## src/rtl/cfgu_pkg.sv

```systemverilog
package cfgu_pkg;

    localparam logic [7:0] KEY_1      = 8'h55;
    localparam logic [7:0] KEY_2      = 8'hAA;
    localparam logic [7:0] KEY_3      = 8'h36;
    localparam logic [7:0] EXIT_INDEX = 8'h0F;
    localparam logic [7:0] BASE_INDEX = 8'h0E;
    localparam logic [7:0] IDLE_BYTE  = 8'hFF;

    typedef enum logic [2:0] {
        SQ_IDLE,
        SQ_KEY1,
        SQ_KEY2,
        SQ_KEY3,
        SQ_BASE
    } seq_state_e;

    typedef struct packed {
        seq_state_e nxt;
        logic       take_base;
        logic       open;
    } seq_step_t;

    // One step of the key sequencer, evaluated on every locked write.
    function automatic seq_step_t seq_step(seq_state_e s, logic hit_a, logic hit_b,
                                           logic [7:0] d, logic [7:0] cand);
        seq_step_t r;
        r.nxt       = SQ_IDLE;
        r.take_base = 1'b0;
        r.open      = 1'b0;
        case (s)
            SQ_IDLE: if (hit_a && d == KEY_1) r.nxt = SQ_KEY1;
            SQ_KEY1: if (hit_b && d == KEY_2) r.nxt = SQ_KEY2;
            SQ_KEY2: if (hit_b && d == KEY_3) r.nxt = SQ_KEY3;
            SQ_KEY3: if (hit_b) begin
                r.nxt       = SQ_BASE;
                r.take_base = 1'b1;
            end
            SQ_BASE: if (hit_a && d == ~cand) r.open = 1'b1;
            default: r.nxt = SQ_IDLE;
        endcase
        return r;
    endfunction

endpackage

```

## src/rtl/cfgu_seq.sv

```systemverilog
module cfgu_seq
    import cfgu_pkg::*;
#(
    parameter int unsigned ADDR_W   = 16,
    parameter int unsigned PORT_A   = 16'h2FA,
    parameter int unsigned PORT_B   = 16'h3FA,
    parameter logic [7:0]  DEF_BASE = 8'hE4
) (
    input  logic              clk,
    input  logic              rst,
    input  logic [ADDR_W-1:0] io_addr,
    input  logic              io_wr,
    input  logic [7:0]        io_wdata,
    input  logic              exit_stb,
    output logic              cfg_open,
    output logic [7:0]        base_byte
);
    seq_state_e state_q;
    logic [7:0] cand_q;
    logic       hit_a, hit_b;
    seq_step_t  step;

    assign hit_a = (io_addr == ADDR_W'(PORT_A));
    assign hit_b = (io_addr == ADDR_W'(PORT_B));
    assign step  = seq_step(state_q, hit_a, hit_b, io_wdata, cand_q);

    always_ff @(posedge clk) begin
        if (rst) begin
            state_q   <= SQ_IDLE;
            cand_q    <= 8'h00;
            cfg_open  <= 1'b0;
            base_byte <= DEF_BASE;
        end else if (cfg_open) begin
            state_q <= SQ_IDLE;
            if (exit_stb) cfg_open <= 1'b0;
        end else if (io_wr) begin
            state_q <= step.nxt;
            if (step.take_base) cand_q <= io_wdata;
            if (step.open) begin
                cfg_open  <= 1'b1;
                base_byte <= cand_q;
            end
        end
    end

    // unlocking only follows a write to the first unlock port
    assert_open_from_port_a_R2: assert property (@(posedge clk) disable iff (rst)
        $rose(cfg_open) |-> ($past(io_wr) && $past(io_addr) == ADDR_W'(PORT_A)));
    // exit strobe relocks at the next edge
    assert_exit_relocks_R10: assert property (@(posedge clk) disable iff (rst)
        (cfg_open && exit_stb) |=> !cfg_open);
    // unlocked state is held without an exit
    assert_open_held_R12: assert property (@(posedge clk) disable iff (rst)
        (cfg_open && !exit_stb) |=> cfg_open);
    // base byte changes only on unlock
    assert_base_stable_R8: assert property (@(posedge clk) disable iff (rst)
        !$rose(cfg_open) |-> $stable(base_byte));
endmodule

```

## src/rtl/cfgu_regs.sv

```systemverilog
module cfgu_regs #(
    parameter int unsigned REG_COUNT = 16,
    localparam int unsigned IDX_W    = $clog2(REG_COUNT)
) (
    input  logic             clk,
    input  logic             rst,
    input  logic             we,
    input  logic [IDX_W-1:0] idx,
    input  logic [7:0]       wdata,
    output logic [7:0]       rdata
);
    logic [7:0] mem [REG_COUNT];

    for (genvar g = 0; g < REG_COUNT; g++) begin : g_reg
        always_ff @(posedge clk) begin
            if (rst)                             mem[g] <= 8'h00;
            else if (we && idx == IDX_W'(g))     mem[g] <= wdata;
        end
    end

    assign rdata = mem[idx];

    // a stored byte is readable from its slot on the next cycle
    assert_store_R6: assert property (@(posedge clk) disable iff (rst)
        we |=> (mem[$past(idx)] == $past(wdata)));
endmodule

```

## src/rtl/cfgu_decode.sv

```systemverilog
module cfgu_decode
    import cfgu_pkg::*;
#(
    parameter int unsigned ADDR_W     = 16,
    parameter int unsigned BASE_SHIFT = 2,
    parameter int unsigned REG_COUNT  = 16,
    localparam int unsigned IDX_W     = $clog2(REG_COUNT)
) (
    input  logic              clk,
    input  logic              rst,
    input  logic [ADDR_W-1:0] io_addr,
    input  logic              io_wr,
    input  logic              io_rd,
    input  logic [7:0]        io_wdata,
    input  logic              cfg_open,
    input  logic [7:0]        base_byte,
    input  logic [7:0]        rf_rdata,
    output logic              exit_stb,
    output logic              rf_we,
    output logic [IDX_W-1:0]  rf_idx,
    output logic [7:0]        io_rdata
);
    logic [7:0]        idx_q;
    logic [ADDR_W-1:0] idx_addr, data_addr;
    logic              hit_idx, hit_data, idx_valid;

    assign idx_addr  = ADDR_W'(base_byte) << BASE_SHIFT;
    assign data_addr = idx_addr + ADDR_W'(1);
    assign hit_idx   = cfg_open && (io_addr == idx_addr);
    assign hit_data  = cfg_open && (io_addr == data_addr);
    assign idx_valid = (idx_q < 8'(REG_COUNT));
    assign rf_idx    = idx_q[IDX_W-1:0];

    assign exit_stb = io_wr && hit_data && idx_q == EXIT_INDEX && io_wdata == 8'h00;
    assign rf_we    = io_wr && hit_data && idx_valid && idx_q != BASE_INDEX && !exit_stb;

    always_ff @(posedge clk) begin
        if (rst || !cfg_open)        idx_q <= 8'h00;
        else if (io_wr && hit_idx)   idx_q <= io_wdata;
    end

    always_comb begin
        io_rdata = IDLE_BYTE;
        if (io_rd && hit_idx) begin
            io_rdata = idx_q;
        end else if (io_rd && hit_data && idx_valid) begin
            io_rdata = (idx_q == BASE_INDEX) ? base_byte : rf_rdata;
        end
    end

    // nothing answers while locked
    assert_locked_float_R5: assert property (@(posedge clk) disable iff (rst)
        !cfg_open |-> (io_rdata == IDLE_BYTE));
    // index is zero on the first unlocked cycle
    assert_index_cleared_R7: assert property (@(posedge clk) disable iff (rst)
        !cfg_open |=> (idx_q == 8'h00));
    // out-of-range index never writes
    assert_range_R9: assert property (@(posedge clk) disable iff (rst)
        rf_we |-> idx_valid);
    // exit and store are exclusive
    assert_exit_no_store_R10: assert property (@(posedge clk) disable iff (rst)
        exit_stb |-> !rf_we);
endmodule

```

## src/rtl/keyed_cfg_port.sv

```systemverilog
module keyed_cfg_port
    import cfgu_pkg::*;
#(
    parameter int unsigned ADDR_W     = 16,
    parameter int unsigned KEY_PORT_A = 16'h2FA,
    parameter int unsigned KEY_PORT_B = 16'h3FA,
    parameter int unsigned BASE_SHIFT = 2,
    parameter logic [7:0]  DEF_BASE   = 8'hE4,
    parameter int unsigned REG_COUNT  = 16
) (
    input  logic              clk,
    input  logic              rst,
    input  logic [ADDR_W-1:0] io_addr,
    input  logic              io_wr,
    input  logic              io_rd,
    input  logic [7:0]        io_wdata,
    output logic [7:0]        io_rdata
);
    localparam int unsigned IDX_W = $clog2(REG_COUNT);

    logic             cfg_open, exit_stb, rf_we;
    logic [7:0]       base_byte, rf_rdata;
    logic [IDX_W-1:0] rf_idx;

    cfgu_seq #(
        .ADDR_W(ADDR_W), .PORT_A(KEY_PORT_A), .PORT_B(KEY_PORT_B), .DEF_BASE(DEF_BASE)
    ) u_seq (
        .clk(clk), .rst(rst), .io_addr(io_addr), .io_wr(io_wr), .io_wdata(io_wdata),
        .exit_stb(exit_stb), .cfg_open(cfg_open), .base_byte(base_byte)
    );

    cfgu_decode #(
        .ADDR_W(ADDR_W), .BASE_SHIFT(BASE_SHIFT), .REG_COUNT(REG_COUNT)
    ) u_dec (
        .clk(clk), .rst(rst), .io_addr(io_addr), .io_wr(io_wr), .io_rd(io_rd),
        .io_wdata(io_wdata), .cfg_open(cfg_open), .base_byte(base_byte),
        .rf_rdata(rf_rdata), .exit_stb(exit_stb), .rf_we(rf_we), .rf_idx(rf_idx),
        .io_rdata(io_rdata)
    );

    cfgu_regs #(.REG_COUNT(REG_COUNT)) u_regs (
        .clk(clk), .rst(rst), .we(rf_we), .idx(rf_idx), .wdata(io_wdata), .rdata(rf_rdata)
    );
endmodule

```

## config.mk

```make
export PLATFORM = sky130hd
export DESIGN_NAME = keyed_cfg_port
export DESIGN_NICKNAME = d
export VERILOG_FILES = /design/src/rtl/cfgu_pkg.sv /design/src/rtl/cfgu_seq.sv /design/src/rtl/cfgu_regs.sv /design/src/rtl/cfgu_decode.sv /design/src/rtl/keyed_cfg_port.sv
export SDC_FILE = /design/constraint.sdc
export NUM_CORES = 1
export LEC_CHECK = 0
export BUFFER_PORTS_ARGS = -buffer_cell sky130_fd_sc_hd__buf_4
export CORE_AREA = 3 3 164 166
export DETAILED_ROUTE_END_ITERATION = 7
export DIE_AREA = 0 0 167 169
export GPL_TIMING_DRIVEN = 1
export SLEW_MARGIN = 15
export SYNTH_ARGS = -nofsm -noshare
export SYNTH_HDL_FRONTEND = slang
export SYNTH_SLANG_ARGS = --single-unit
export TNS_END_PERCENT = 1
```

## constraint.sdc

```tcl
create_clock -name clk -period 2.85 [get_ports clk]
set_input_delay 0.1425 -clock clk [delete_from_list [all_inputs] [get_ports clk]]
set_output_delay 0.1425 -clock clk [all_outputs]
set_load 0.05 [all_outputs]
```

==> results.md, run 1 <==
- The max-slew violation count came to 0.
- The number of top-level design ports is 36.
- The clock root buffer master is clkbuf_16.
- Using the TritonRoute via totals, the vias-per-cell ratio works out to 4.99.
- The element type at the critical path start is a register.
- Synthesis instantiated 47 different standard cells from the library.
- The placed wire-length estimate after detailed placement is 13.2 mm.
- The clock skew after layout is 0.0126 ns.
- The clock tree from TritonCTS is done.
- The endpoint arrival time on the critical path is 2.65 ns.
- The largest net degree at the start of global routing is 47.
- The run finished with clean final reports.
- The floorplan has 59 rows.
- The first detailed-routing pass took 6 iterations.
- The total chip power is 5.04 mW.
- Clock latency on the worst-skew pair, taken at its later pin, is 0.42 ns.
- In the synthesized netlist, the number of instances is 591.
- The via count is 4,914.
- The main flop type after synthesis is edfxtp_1.
- At the end of routability-driven placement, the weighted congestion stood at 0.819.
- Once placement finished, the instance area stood at 8260 sq um.
- The number of antenna violations at the first check in global routing is 0.
- Cells with a size suffix above 1 make up 23.1% of the layout.
- The transition time of the tightest slew-check pin is 0.709 ns.
- Subtracting the final worst setup slack from the clock period gives 2.79 ns.
- The cell area that synthesis handed to floorplanning was 7620 sq um.
- The proportion of netlist area held by the largest area contributor is 50.5%.
- By startpoint and endpoint, the worst setup path is classified as register to primary output.
- The number of design-rule violations left by the first detailed-router iteration is 533.
- The met1 usage is 18.7%.
- Measured against its own limit, the worst slew margin works out to 52.4%.
- The most crowded layer after global routing is met2.
- Clock-pin slew was measured on the worst setup and hold paths at 0.07 ns.
- The element type at the critical path end is a primary output.
- The number of global-route vias before repair came to 4,923.
- For this run, global-route usage on met3 was measured as 2.85%.
- The final design instance area without fill is 8900 sq um.
- Before CTS, the worst setup slack after placement is 0.421 ns.
- The synthesized design contains 128 enable-type register cells.
- The data required time of the worst path is 2.71 ns.
- On the final layout, the worst hold slack is 0.123 ns.
- The routed wirelength normalized by instance count is 19.6 um.
- Setup slack closes at 0.0598 ns.
- The diode insertion count for antenna repair is 0.
- In the synthesized netlist, the cells that appear most often are 158 x nor2_1, 128 x edfxtp_1, 44 x nand2_1.
- The synthesis warning total is 0.
- Sequential cells were found to cover 58.9% of the synthesized design area.
- Setup repair after global routing could not meet its margin everywhere.
- After the flow finishes, the layout carries non-filler instances totaling 985.
- The max-capacitance violation count is 0.
- The number of buffers and inverters on the critical path is 2.
- The final layout contains routed wiring with a total length of 19.3 mm.
- The global routing usage summed across all routing layers is 13.8%.
- Ranked by total cell area, the synthesized netlist is headed by edfxtp_1 50%, mux4_2 9.5%, dfxtp_1 8.4%, nor2_1 7.8%, mux2i_1 3.7%.
- The remaining global-route overflow is 0.
- The worst min-delay path category is primary input to register.
- Port buffering added 35 buffers.
- The total power divided by cell area is 566 nW/um^2.
- The initial utilization of the core area, before any placement, comes to 29.6%.
- The signal on the critical path passes through bufbuf_16, mux4_2, mux2_2, and2_1, o32a_1, buf_4.
- Global routing consumed, on the met2 layer, 21.1% of the routing resources.
- The post-detailed-route count of antenna-violating nets is 0.
- For this run, the post-layout net count is 665.
- The dominant cell type by area after synthesis is edfxtp_1.
- In this run the vertical extent of the chip is 169 um.
- The area growth from synthesis to final layout is 16.8%.
- Setup total negative slack on the finished layout was measured at 0 ns.
- The worst supply voltage drop on vdd is 0.354 mV.
- Cells fill 34.5% of the core in the end.
- The family with the most delay on the worst path is multiplexers.
- Setup violations remaining at the end of the flow were counted as 0.
- The number of clock buffers added by TritonCTS is 17.
- Of all flip-flops after synthesis, the portion carrying an async set or reset was 0%.
- The most common cell in the synthesized netlist is nor2_1.
- The floorplan step defined a die boundary enclosing 28,200 sq um.
- The first global-routing pass estimated 29.4 mm of wire.
- After layout, the worst path uses 97.9% of the clock period.
- The area inside the core boundary is 25,800 sq um.
- The delay of the slowest cell on the worst path is 0.53 ns.
- The synthesis-stage register bit count is 160.
- Among all stages on the critical path, the largest delay is contributed by mux4_2.
- The number of placed instances, taps included, is 950.
- The number of clock sinks seen by CTS is 160.
- The standby leakage power is 2.93 nW.
- In the routed design, unresolved DRC markers number 0.
- Dividing the synthesized area by the synthesized cell count gives 12.9 sq um.
- The worst-path maximum fanout is 14.
- The final hold violation count is 0.
- The chip width is 167 um.
- The level count of the clock H-tree is 4.
- For this run, the top clock speed supported by timing is 0.358 GHz.
- The longest clock path from root to sink contains 2 buffers.
layout make-up:
class | instances | area, sq um
clock buffer | 19 | 433
clock inverter | 13 | 128
fill | 2478 | 16900
multi-input combinational | 397 | 2920
sequential | 160 | 4490
tap | 335 | 419
timing repair buffer | 61 | 514
metal layers:
| metal | share of wire [%] | wire (um) | vias to the layer above |
|---|---|---|---|
| li1 | - | - | 2246 |
| met1 | 42 | 8180 | 2389 |
| met2 | 46 | 8850 | 239 |
| met3 | 8.2 | 1580 | 40 |
| met4 | 3.7 | 718 | 0 |
| met5 | 0 | 0 | - |
what timing repair did:
item / 4_1_cts / 5_1_grt
endpoints found under the setup margin: 8 / 7
resized for setup: 1 / 6
pin swaps: 0 / 1
hold buffers: 1 / 0
setup buffers: 0 / 1
endpoints found under the hold margin: 1 / 0
cloned: 1 / 0
cells in the final DEF (no fill, tap or decap), types with 2 or more instances in the layout:
| cell | count |
|---|---|
| mux2i_2 | 4 |
| a211o_1 | 4 |
| o21bai_1 | 12 |
| nor2b_1 | 11 |
| and2_1 | 2 |
| and4_1 | 2 |
| clkbuf_16 | 17 |
| conb_1 | 8 |
| nand3_1 | 4 |
| nand3b_4 | 4 |
| nor2_1 | 158 |
| nand4_2 | 2 |
| clkbuf_1 | 2 |
| clkinvlp_4 | 4 |
| mux2i_1 | 24 |
| o32a_1 | 8 |
| nand2b_1 | 4 |
| nor4b_1 | 2 |
| a21o_1 | 3 |
| dfxtp_1 | 31 |
| edfxtp_1 | 128 |
| mux2_2 | 8 |
| mux4_2 | 32 |
| and4b_1 | 2 |
| nand4_1 | 6 |
| buf_4 | 56 |
| xnor2_1 | 9 |
| a21oi_1 | 2 |
| o21ai_0 | 3 |
| a22o_1 | 7 |
| nand2_1 | 44 |
| xor2_1 | 7 |
| nand3b_1 | 2 |
| nor4_1 | 3 |
| inv_6 | 6 |
| nor4_4 | 4 |
| nor3_1 | 4 |
| buf_12 | 2 |
kinds of logic (layout without fill, tap and decap cells):
logic type | after synthesis | count (layout) | synth area share, %
AND/OR/NAND/NOR | 262 | 262 | 17.0
AO/OA/AOI/OAI | 43 | 43 | 4.48
flip-flops | 160 | 160 | 58.9
other | 1 | 8 | 0.0492
XOR/XNOR | 16 | 16 | 1.84
buffers and inverters | 41 | 93 | 3.43
multiplexers | 68 | 68 | 14.3
path summary, 6_finish.rpt:
kind                                     start  slack [ns]                               to  cells past startpoint
setup / recovery                      register        0.06                      io_rdata[6]                      6
hold reg to reg   u_seq.cand_q[6]$_SDFFE_PP0P_        0.52  u_seq.base_byte[6]$_SDFFE_PP1P_                      1
hold / removal                     io_wdata[6]        0.12     u_seq.cand_q[6]$_SDFFE_PP0P_                      3
setup reg to reg   u_dec.idx_q[7]$_SDFFE_PP0N_        0.47  u_regs.mem[15][2]$_SDFFCE_PN0P_                      6
where the power goes:
part	internal, mW	total [mW]	switching, mW
Sequential	2.61	2.63	0.0260
Combinational	0.0943	0.232	0.138
Clock	1.22	2.18	0.954
Total	3.92	5.04	1.12
flip-flops by register name (all words and copies together), names as in the netlist, named ones only:
register,cells
u_seq.state_q,3
u_seq.base_byte,8
u_seq.cfg_open,1
u_regs.mem,128
u_seq.cand_q,8
u_dec.idx_q,8
worst register-to-register path, cell delays in order (launching register included):
cell	delay [ns]
dfxtp_1	0.34
nor4_2	0.50
nand3_1	0.20
nor4_4	0.15
buf_4	0.27
and2_2	0.22
a21o_1	0.37
(Power assumes the default switching activity.)
==> inputs of run 2 (changes only) <==
--- a/config.mk
+++ b/config.mk
@@ -5,10 +5,11 @@
 export SDC_FILE = /design/constraint.sdc
 export NUM_CORES = 1
 export LEC_CHECK = 0
+export ABC_AREA = 1
 export BUFFER_PORTS_ARGS = -buffer_cell sky130_fd_sc_hd__buf_4
-export CORE_AREA = 3 3 164 166
+export CORE_AREA = 3 3 168 170
 export DETAILED_ROUTE_END_ITERATION = 7
-export DIE_AREA = 0 0 167 169
+export DIE_AREA = 0 0 171 173
 export GPL_TIMING_DRIVEN = 1
 export SLEW_MARGIN = 15
 export SYNTH_ARGS = -nofsm -noshare
==> run 2 against run 1 <==
Against the previous run:
- clock power hardly changed
- critical path depth is 3 higher
- worst setup slack better by 0.12 ns
- sequential share of layout area is 2.8 points lower
- critical path type unchanged
- highest routed layer unchanged
==> results.md, run 2 <==
- The routed wirelength normalized by instance count is 16.4 um (-16%).
- The dominant cell type by area after synthesis is edfxtp_1.
- The count of cell types in the netlist was 30 (-36%).
- The synthesized instance count is 928 (+57%).
- The flow ran to the end, and the final reports show no timing, DRC or antenna violations.
- The largest net degree at the start of global routing is 65 (+38%).
- The most numerous cell type found on the critical path is nand2_1.
- The total power divided by cell area is 534 nW/um^2 (-5.7%).
- The library cell used most frequently in the layout, excluding fill and tap cells, is nand2_1.
- The part of the Yosys area used for sequential elements is 55.9% (-2.9 points).
- The number of buffers added on ports is 35 (unchanged).
- STA classifies the critical path endpoint as a primary output.
- In this run the clock root is driven by a clkbuf_16.
- The mean post-synth cell area is 8.64 sq um (-33%).
- The number of clock sinks seen by CTS came to 160 (unchanged).
- The level count of the clock H-tree came to 4 (unchanged).
- The overall routed net length is 22.0 mm (+14%).
- The global routing usage summed across all routing layers is 15.2% (+1.4 points).
- The share of total power consumed by net switching is 22.6% (+0.46 points).
- The number of design-rule violations left by the first detailed-router iteration came to 580 (+8.8%).
- The diode insertion count for antenna repair was 0 (unchanged).
- The worst supply voltage drop on vdd was 0.399 mV (+13%).
- u_regs.mem holds more flip-flops than any other register.
- The worst-path maximum fanout is 16 (+2).
- The library cells used most frequently in the layout, excluding fill and tap cells, are 251 x nand2_1, 190 x nor2_1, 128 x edfxtp_1.
- The data required time of the worst path came to 2.71 ns (about the same).
- The clock transition at the registers of the reported paths came to 0.07 ns (about the same).
- The placed wire-length estimate after detailed placement is 15.0 mm (+14%).
- From synthesis to final layout, the design area changed by 17.4%.
- The standby leakage power is 3.90 nW (+33%).
- The post-synthesis async set-or-reset flop share is 0% (unchanged).
- The final period demand of the worst path is 2.67 ns (-0.118 ns).
- The proportion of netlist area held by the largest area contributor came to 47.9% (-2.5 points).
- The number of top-level design ports is 36 (unchanged).
- The remaining global-route overflow is 0 (unchanged).
- The number of cell rows is 60 (+1.7%).
- The final hold violation count is 0 (unchanged).
- The clock skew after layout is 0.0105 ns (-0.00212 ns).
- The clock latency of the later-clocked register in the worst-skew pair is 0.44 ns (+0.02 ns).
- Setup repair after global routing left no endpoint under its margin.
- The endpoint arrival time on the critical path is 2.53 ns (-0.12 ns).
- The via count is 6,546 (+33%).
- Yosys attributes the largest share of cell area to edfxtp_1 48%, nand2_1 12%, nor2_1 8.9%, dfxtp_1 8.0%, nand3_1 7.6%.
- The most common cell in the netlist is nand2_1.
- The clock power share came to 43.2% (about the same).
- The delay of the slowest cell on the worst path is 0.48 ns (-0.05 ns).
- The post-detailed-route via-to-cell ratio came to 4.89 (-2.0%).
- The final worst slack is 0.178 ns (+0.118 ns).
- The internal portion of total power came to 3.89 mW (-0.82%).
- The full die area was 29,600 sq um (+4.8%).
- The flip-flop count of the largest register after layout is 128 (unchanged).
- The worst setup path is of the register to primary output kind.
- The placer congestion estimate is 0.857 (+4.7%).
- The chip width is 171 um (+2.4%).
- The maximum clock frequency is 0.374 GHz (+4.4%).
- The count of fill cells added during filler insertion is 2,775 (+12%).
- The number of buffers inserted during clock tree synthesis was 17 (unchanged).
- The synthesis-stage register bit count is 160 (unchanged).
- STA classifies the critical path startpoint as a register.
- The transition time of the tightest slew-check pin is 0.803 ns (+0.0947 ns).
- The number of nets in the layout is 1,013 (+52%).
- The worst hold-check slack is 0.00916 ns (-0.114 ns).
- The number of global-route vias before repair is 6,157 (+25%).
- The detailed-routing iteration count for the pre-antenna-repair pass is 5 (-1).
- The relative contribution of combinational cells to total power is 5.0% (+0.4 points).
- By count the netlist is led by 251 x nand2_1, 190 x nor2_1, 128 x edfxtp_1.
- The area inside the core boundary is 26,900 sq um (+4.3%).
- The global-route wire length before repair is 34.7 mm (+18%).
- Walking the worst path, the cells encountered are clkinvlp_4, nand3_1, nand3_1, nand2_1, nand2_1, nand2_1, nand2_1, a21oi_1, buf_4.
- The synthesis warning total is 0 (unchanged).
- The post-place setup slack was 0.555 ns (+0.134 ns).
- The number of synthesized flops with an enable pin came to 128 (unchanged).
- The share of cells above drive strength 1 is 14.4% (-8.6 points).
- The post-detailed-route count of antenna-violating nets came to 0 (unchanged).
- The cell with the biggest individual delay on the critical path is dfxtp_1.
- The max-capacitance violation count is 0 (unchanged).
- The main flop type after synthesis is edfxtp_1.
- The fraction of the cycle the final worst path needs is 93.8% (-4.1 points).
- The post-synthesis instance area is 8020 sq um (+5.3%).
- The worst min-delay path category is primary input to register.
- The post-route setup TNS was 0 ns (unchanged).
- The power spent charging and discharging nets is 1.14 mW (+1.8%).
- The DRC violation count after routing is 0 (unchanged).
- The final setup violation count came to 0 (unchanged).
- The vertical extent of the die is 173 um (+2.4%).
- The relative max-transition margin is 46.4% (-6.0 points).
- The starting density of the core is 29.8% (+0.27 points).
- The maximum root-to-sink buffer count is 2 (unchanged).
- The max-slew violation count is 0 (unchanged).
- The sequential share of power is 51.8% (-0.4 points).
- The number of antenna violations at the first check in global routing was 0 (unchanged).
- TritonCTS built the clock tree.
-- run 2: power groups by stage --
stage	Clock (mW)	Combinational, mW	Sequential (mW)
4_1_cts	2.21	0.254	2.60
3_5_place_dp	0	0.250	2.65
2_1_floorplan	0	0.125	2.65
5_1_grt	2.31	0.279	2.61
3_3_place_gp	0	0.250	2.65
6_report	2.17	0.253	2.60
-- run 2: routing by layer --
metal	routed length, um	track usage [%]
met5	0	0
met1	9950	21.4
met2	10300	23.3
met3	1320	3.50
met4	471	4.83
-- run 2: final cells by class --
cell class	count	area, sq um	area share (%)
Timing Repair Buffer	72	571	6.06
Clock inverter	12	109	1.16
Inverter	53	203	2.15
Clock buffer	20	447	4.74
Timing Repair inverter	1	7.51	0.0797
Sequential cell	160	4490	47.6
Tap cell	341	427	4.53
Multi-Input combinational cell	680	3170	33.7
-- run 2: cell families (layout without fill, tap and decap cells) --
logic type	count (synthesis)	count (layout)	synth area share, %
other	1	8	0.0468
buffers and inverters	95	158	4.88
DFF	160	160	55.9
AOI/OAI and AO/OA	41	41	2.59
and+or+nand+nor	626	626	36.0
xor gates and xnor gates	5	5	0.546
-- run 2: metrics by stage --
stage,util [%],instances,total power [mW],area [sq um]
after CTS,35.0,1338,5.07,9410
after floorplan,-,935,2.77,8050
after global routing,35.0,1339,5.20,9420
after detailed placement,32.9,1304,2.90,8830
after global placement,32.9,1304,2.90,8830
final,35.0,1339,5.03,9420
-- run 2: final timing paths --
check                                  start                         endpoint  slack [ns]  cells after the start
min reg2reg  u_seq.base_byte[2]$_SDFFE_PP1P_  u_seq.base_byte[2]$_SDFFE_PP1P_        0.50                      2
max                                 register                      io_rdata[5]        0.18                      9
min                                    io_wr    u_seq.state_q[2]$_SDFFE_PP0P_       0.009                      3
max reg2reg  u_seq.base_byte[7]$_SDFFE_PP1P_  u_regs.mem[15][7]$_SDFFCE_PN0P_        0.50                     11
-- run 2: what timing repair did --
item / in CTS / in global routing
endpoints found under the hold margin: 2 / 0
hold buffers: 2 / 0
setup buffers: 0 / 0
setup endpoints to repair: 0 / 1
resized for setup: 0 / 2
-- run 2: critical path: cells and delay by family, from the launching register on --
kind                   cells  cell delay [ns]
buffers and inverters      2             0.66
and+or+nand+nor            6             0.68
AOI/OAI and AO/OA          1             0.26
DFF                        1             0.48
==> inputs of run 3 (changes only) <==
--- a/config.mk
+++ b/config.mk
@@ -6,11 +6,12 @@
 export NUM_CORES = 1
 export LEC_CHECK = 0
 export ABC_AREA = 1
-export BUFFER_PORTS_ARGS = -buffer_cell sky130_fd_sc_hd__buf_4
 export CORE_AREA = 3 3 168 170
 export DETAILED_ROUTE_END_ITERATION = 7
 export DIE_AREA = 0 0 171 173
+export DONT_BUFFER_PORTS = 1
 export GPL_TIMING_DRIVEN = 1
+export RECOVER_POWER = 50
 export SLEW_MARGIN = 15
 export SYNTH_ARGS = -nofsm -noshare
 export SYNTH_HDL_FRONTEND = slang
==> run 3 against run 2 <==
Against the previous run:
- clock skew is 0.00050 ns higher
- total power is 2.7% higher
- design area is 3.6% lower
- critical path type unchanged
==> results.md, run 3 (synthesized netlist as in run 2, its figures left out) <==
- The worst min-delay path category is primary input to register.
- The post-detailed-route count of antenna-violating nets was 0 (unchanged).
- Ranked by flip-flop count, first place goes to u_regs.mem.
- The number of antenna violations at the first check in global routing was 0 (unchanged).
- The transition time of the tightest slew-check pin is 1.09 ns (+0.288 ns).
- The via count is 6,469 (-1.2%).
- The met1 usage is 20.7% (-0.70 points).
- The startpoint-to-endpoint class of the critical path is register to primary output.
- The worst-path maximum fanout is 16 (unchanged).
- The level count of the clock H-tree was 4 (unchanged).
- The worst setup path is captured at a primary output.
- The data required time of the worst path is 2.71 ns (about the same).
- The detailed-routing iteration count for the pre-antenna-repair pass is 5 (unchanged).
- The area growth from synthesis to layout is 13.2%.
- The number of nets in the layout is 988 (-2.5%).
- The chip width is 171 um (unchanged).
- Among all stages on the critical path, the largest delay is contributed by dfxtp_1.
- The routed wirelength normalized by instance count is 16.8 um (+2.1%).
- The final design utilization is 33.8% (-1.3 points).
- The remaining global-route overflow was 0 (unchanged).
- The final period demand of the worst path is 2.64 ns (-0.0339 ns).
- The relative max-transition margin is 26.5% (-20 points).
- The final design instance area without fill came to 9080 sq um (-3.6%).
- The number of design-rule violations left by the first detailed-router iteration is 550 (-5.2%).
- The area inside the core boundary came to 26,900 sq um (unchanged).
- The standby leakage power is 3.68 nW (-5.8%).
- The endpoint arrival time on the critical path is 2.50 ns (-0.03 ns).
- The met2 track demand over resource in global routing came to 23.5% (+0.15 points).
- The number of global-route vias before repair was 6,265 (+1.8%).
- The number of buffers added on ports came to 0 (-100%).
- The share of cells above drive strength 1 is 9.04% (-5.4 points).
- The full die area is 29,600 sq um (unchanged).
- The number of cell rows is 60 (unchanged).
- The flow ran to the end, and the final reports show no timing, DRC or antenna violations.
- The leading cell type in the layout, fill and taps excluded is nand2_1.
- The fraction of the cycle the final worst path needs is 92.6% (-1.2 points).
- The worst setup path is launched from a register.
- The DRC violation count after routing is 0 (unchanged).
- The global-route track usage on met3 was 3.09% (-0.41 points).
- Setup repair after global routing left no endpoint under its margin.
- The post-detailed-route via-to-cell ratio is 4.92 (+0.70%).
- The clock tree from TritonCTS is done.
- The placer congestion estimate was 0.862 (+0.64%).
- In this run the clock root is driven by a clkbuf_16.
- Leaving out fill and tap cells, the most frequent cells in the layout are 253 x nand2_1, 193 x nor2_1, 128 x edfxtp_1.
- The post-route setup TNS was 0 ns (unchanged).
- The clock latency of the later-clocked register in the worst-skew pair is 0.43 ns (about the same).
- The placed wire-length estimate after detailed placement was 14.3 mm (-4.7%).
- The max-capacitance violation count is 0 (unchanged).
- The number of clock sinks seen by CTS came to 160 (unchanged).
- The maximum clock frequency came to 0.379 GHz (+1.3%).
- The delay of the slowest cell on the worst path is 0.49 ns (about the same).
- The total placed instance area is 8570 sq um (-3.0%).
- The max-slew violation count is 0 (unchanged).
- The maximum root-to-sink buffer count came to 2 (unchanged).
- The flop-to-flop setup slack came to 0.31 ns (-0.19 ns).
- The signal on the critical path passes through clkinvlp_4, nand3_1, nand3_1, nand2_1, nand2_1, nand2_1, nand2_1, a21oi_1, buf_4.
- The cell occurring most often along the worst timing path is nand2_1.
- The flip-flop count of the largest register after layout is 128 (unchanged).
- The clock skew after layout is 0.0110 ns (+0.000504 ns).
- The final setup violation count came to 0 (unchanged).
- The number of buffers inserted during clock tree synthesis is 17 (unchanged).
- The total power divided by cell area was 569 nW/um^2 (+6.6%).
- The starting density of the core came to 29.8% (unchanged).
- The clock transition at the registers of the reported paths came to 0.07 ns (about the same).
- The final hold violation count was 0 (unchanged).
- The worst supply voltage drop on vdd is 0.389 mV (-2.6%).
- The vertical extent of the die came to 173 um (unchanged).
- The diode insertion count for antenna repair is 0 (unchanged).
- The number of top-level design ports was 36 (unchanged).
- The largest net degree at the start of global routing is 65 (unchanged).
- After global routing, the most crowded layer is met2.
- The overall routed net length is 22.1 mm (+0.19%).
- The global-route wire length before repair is 34.7 mm (-0.12%).
- The global routing usage summed across all routing layers is 15.0% (-0.21 points).
[run 3: cell types whose count changed in the layout (fill, tap and decap cells not counted), moves of 3 or more]
cell	change
nand4_4	-14
dlygate4sd3_1	+9
clkinv_2	-3
nand4_1	+14
buf_4	-39
clkinvlp_4	+3
nor2_2	-3
nor2_1	+3
[run 3: area by class of cell]
| type | count | area [sq um] |
|---|---|---|
| multi-input cells | 680 | 2940 |
| repair buffers | 47 | 403 |
| well taps | 341 | 427 |
| clock inverters | 15 | 185 |
| repair inverters | 1 | 7.51 |
| flip-flops and latches | 160 | 4490 |
| inverters | 53 | 203 |
| fillers | 2811 | 17800 |
| clock buffers | 17 | 425 |
[run 3: final timing paths]
| path | startpoint | cells after the start | to |
|---|---|---|---|
| max | register | 9 | io_rdata[3] |
| min | rst | 2 | u_seq.base_byte[5]$_SDFFE_PP1P_ |
| max reg2reg | u_seq.base_byte[2]$_SDFFE_PP1P_ | 10 | u_regs.mem[12][6]$_SDFFCE_PN0P_ |
| min reg2reg | u_seq.base_byte[5]$_SDFFE_PP1P_ | 2 | u_seq.base_byte[5]$_SDFFE_PP1P_ |
[run 3: through the flow]
| step | hold WS (ns) | std cells | power (mW) | setup slack [ns] |
|---|---|---|---|---|
| floorplan | 0.277 | 935 | 2.77 | 0.577 |
| global placement | 0.216 | 1269 | 2.84 | 0.379 |
| detailed placement | 0.217 | 1269 | 2.85 | 0.267 |
| CTS | 0.0142 | 1312 | 5.20 | 0.00372 |
| global route | 0.0525 | 1314 | 5.32 | 0.0588 |
| finish | 0.0333 | 1314 | 5.16 | 0.212 |
[run 3: timing repair]
item,in CTS,in global routing
hold endpoints to repair,32,0
setup buffers,0,1
resized for setup,0,2
hold buffers,11,0
setup endpoints to repair,0,8
[run 3: per-layer routing]
metal | part of all wire, % | vias to the layer above | wire length [um]
met3 | 6.9 | 38 | 1530
met4 | 2.5 | 0 | 548
met1 | 44 | 3048 | 9660
li1 | - | 3141 | -
met2 | 47 | 242 | 10300
met5 | 0 | - | 0
[run 3: power breakdown]
part	internal (mW)	total, mW	switching, mW
logic	0.0533	0.205	0.152
registers	2.58	2.60	0.0195
clock network	1.39	2.36	0.970
[run 3: critical path: cells and delay by family (launching register included)]
family	cells	cell delay [ns]
AO/OA/AOI/OAI	1	0.26
buffers and inverters	2	0.68
flip-flops	1	0.49
AND/OR/NAND/NOR	6	0.63
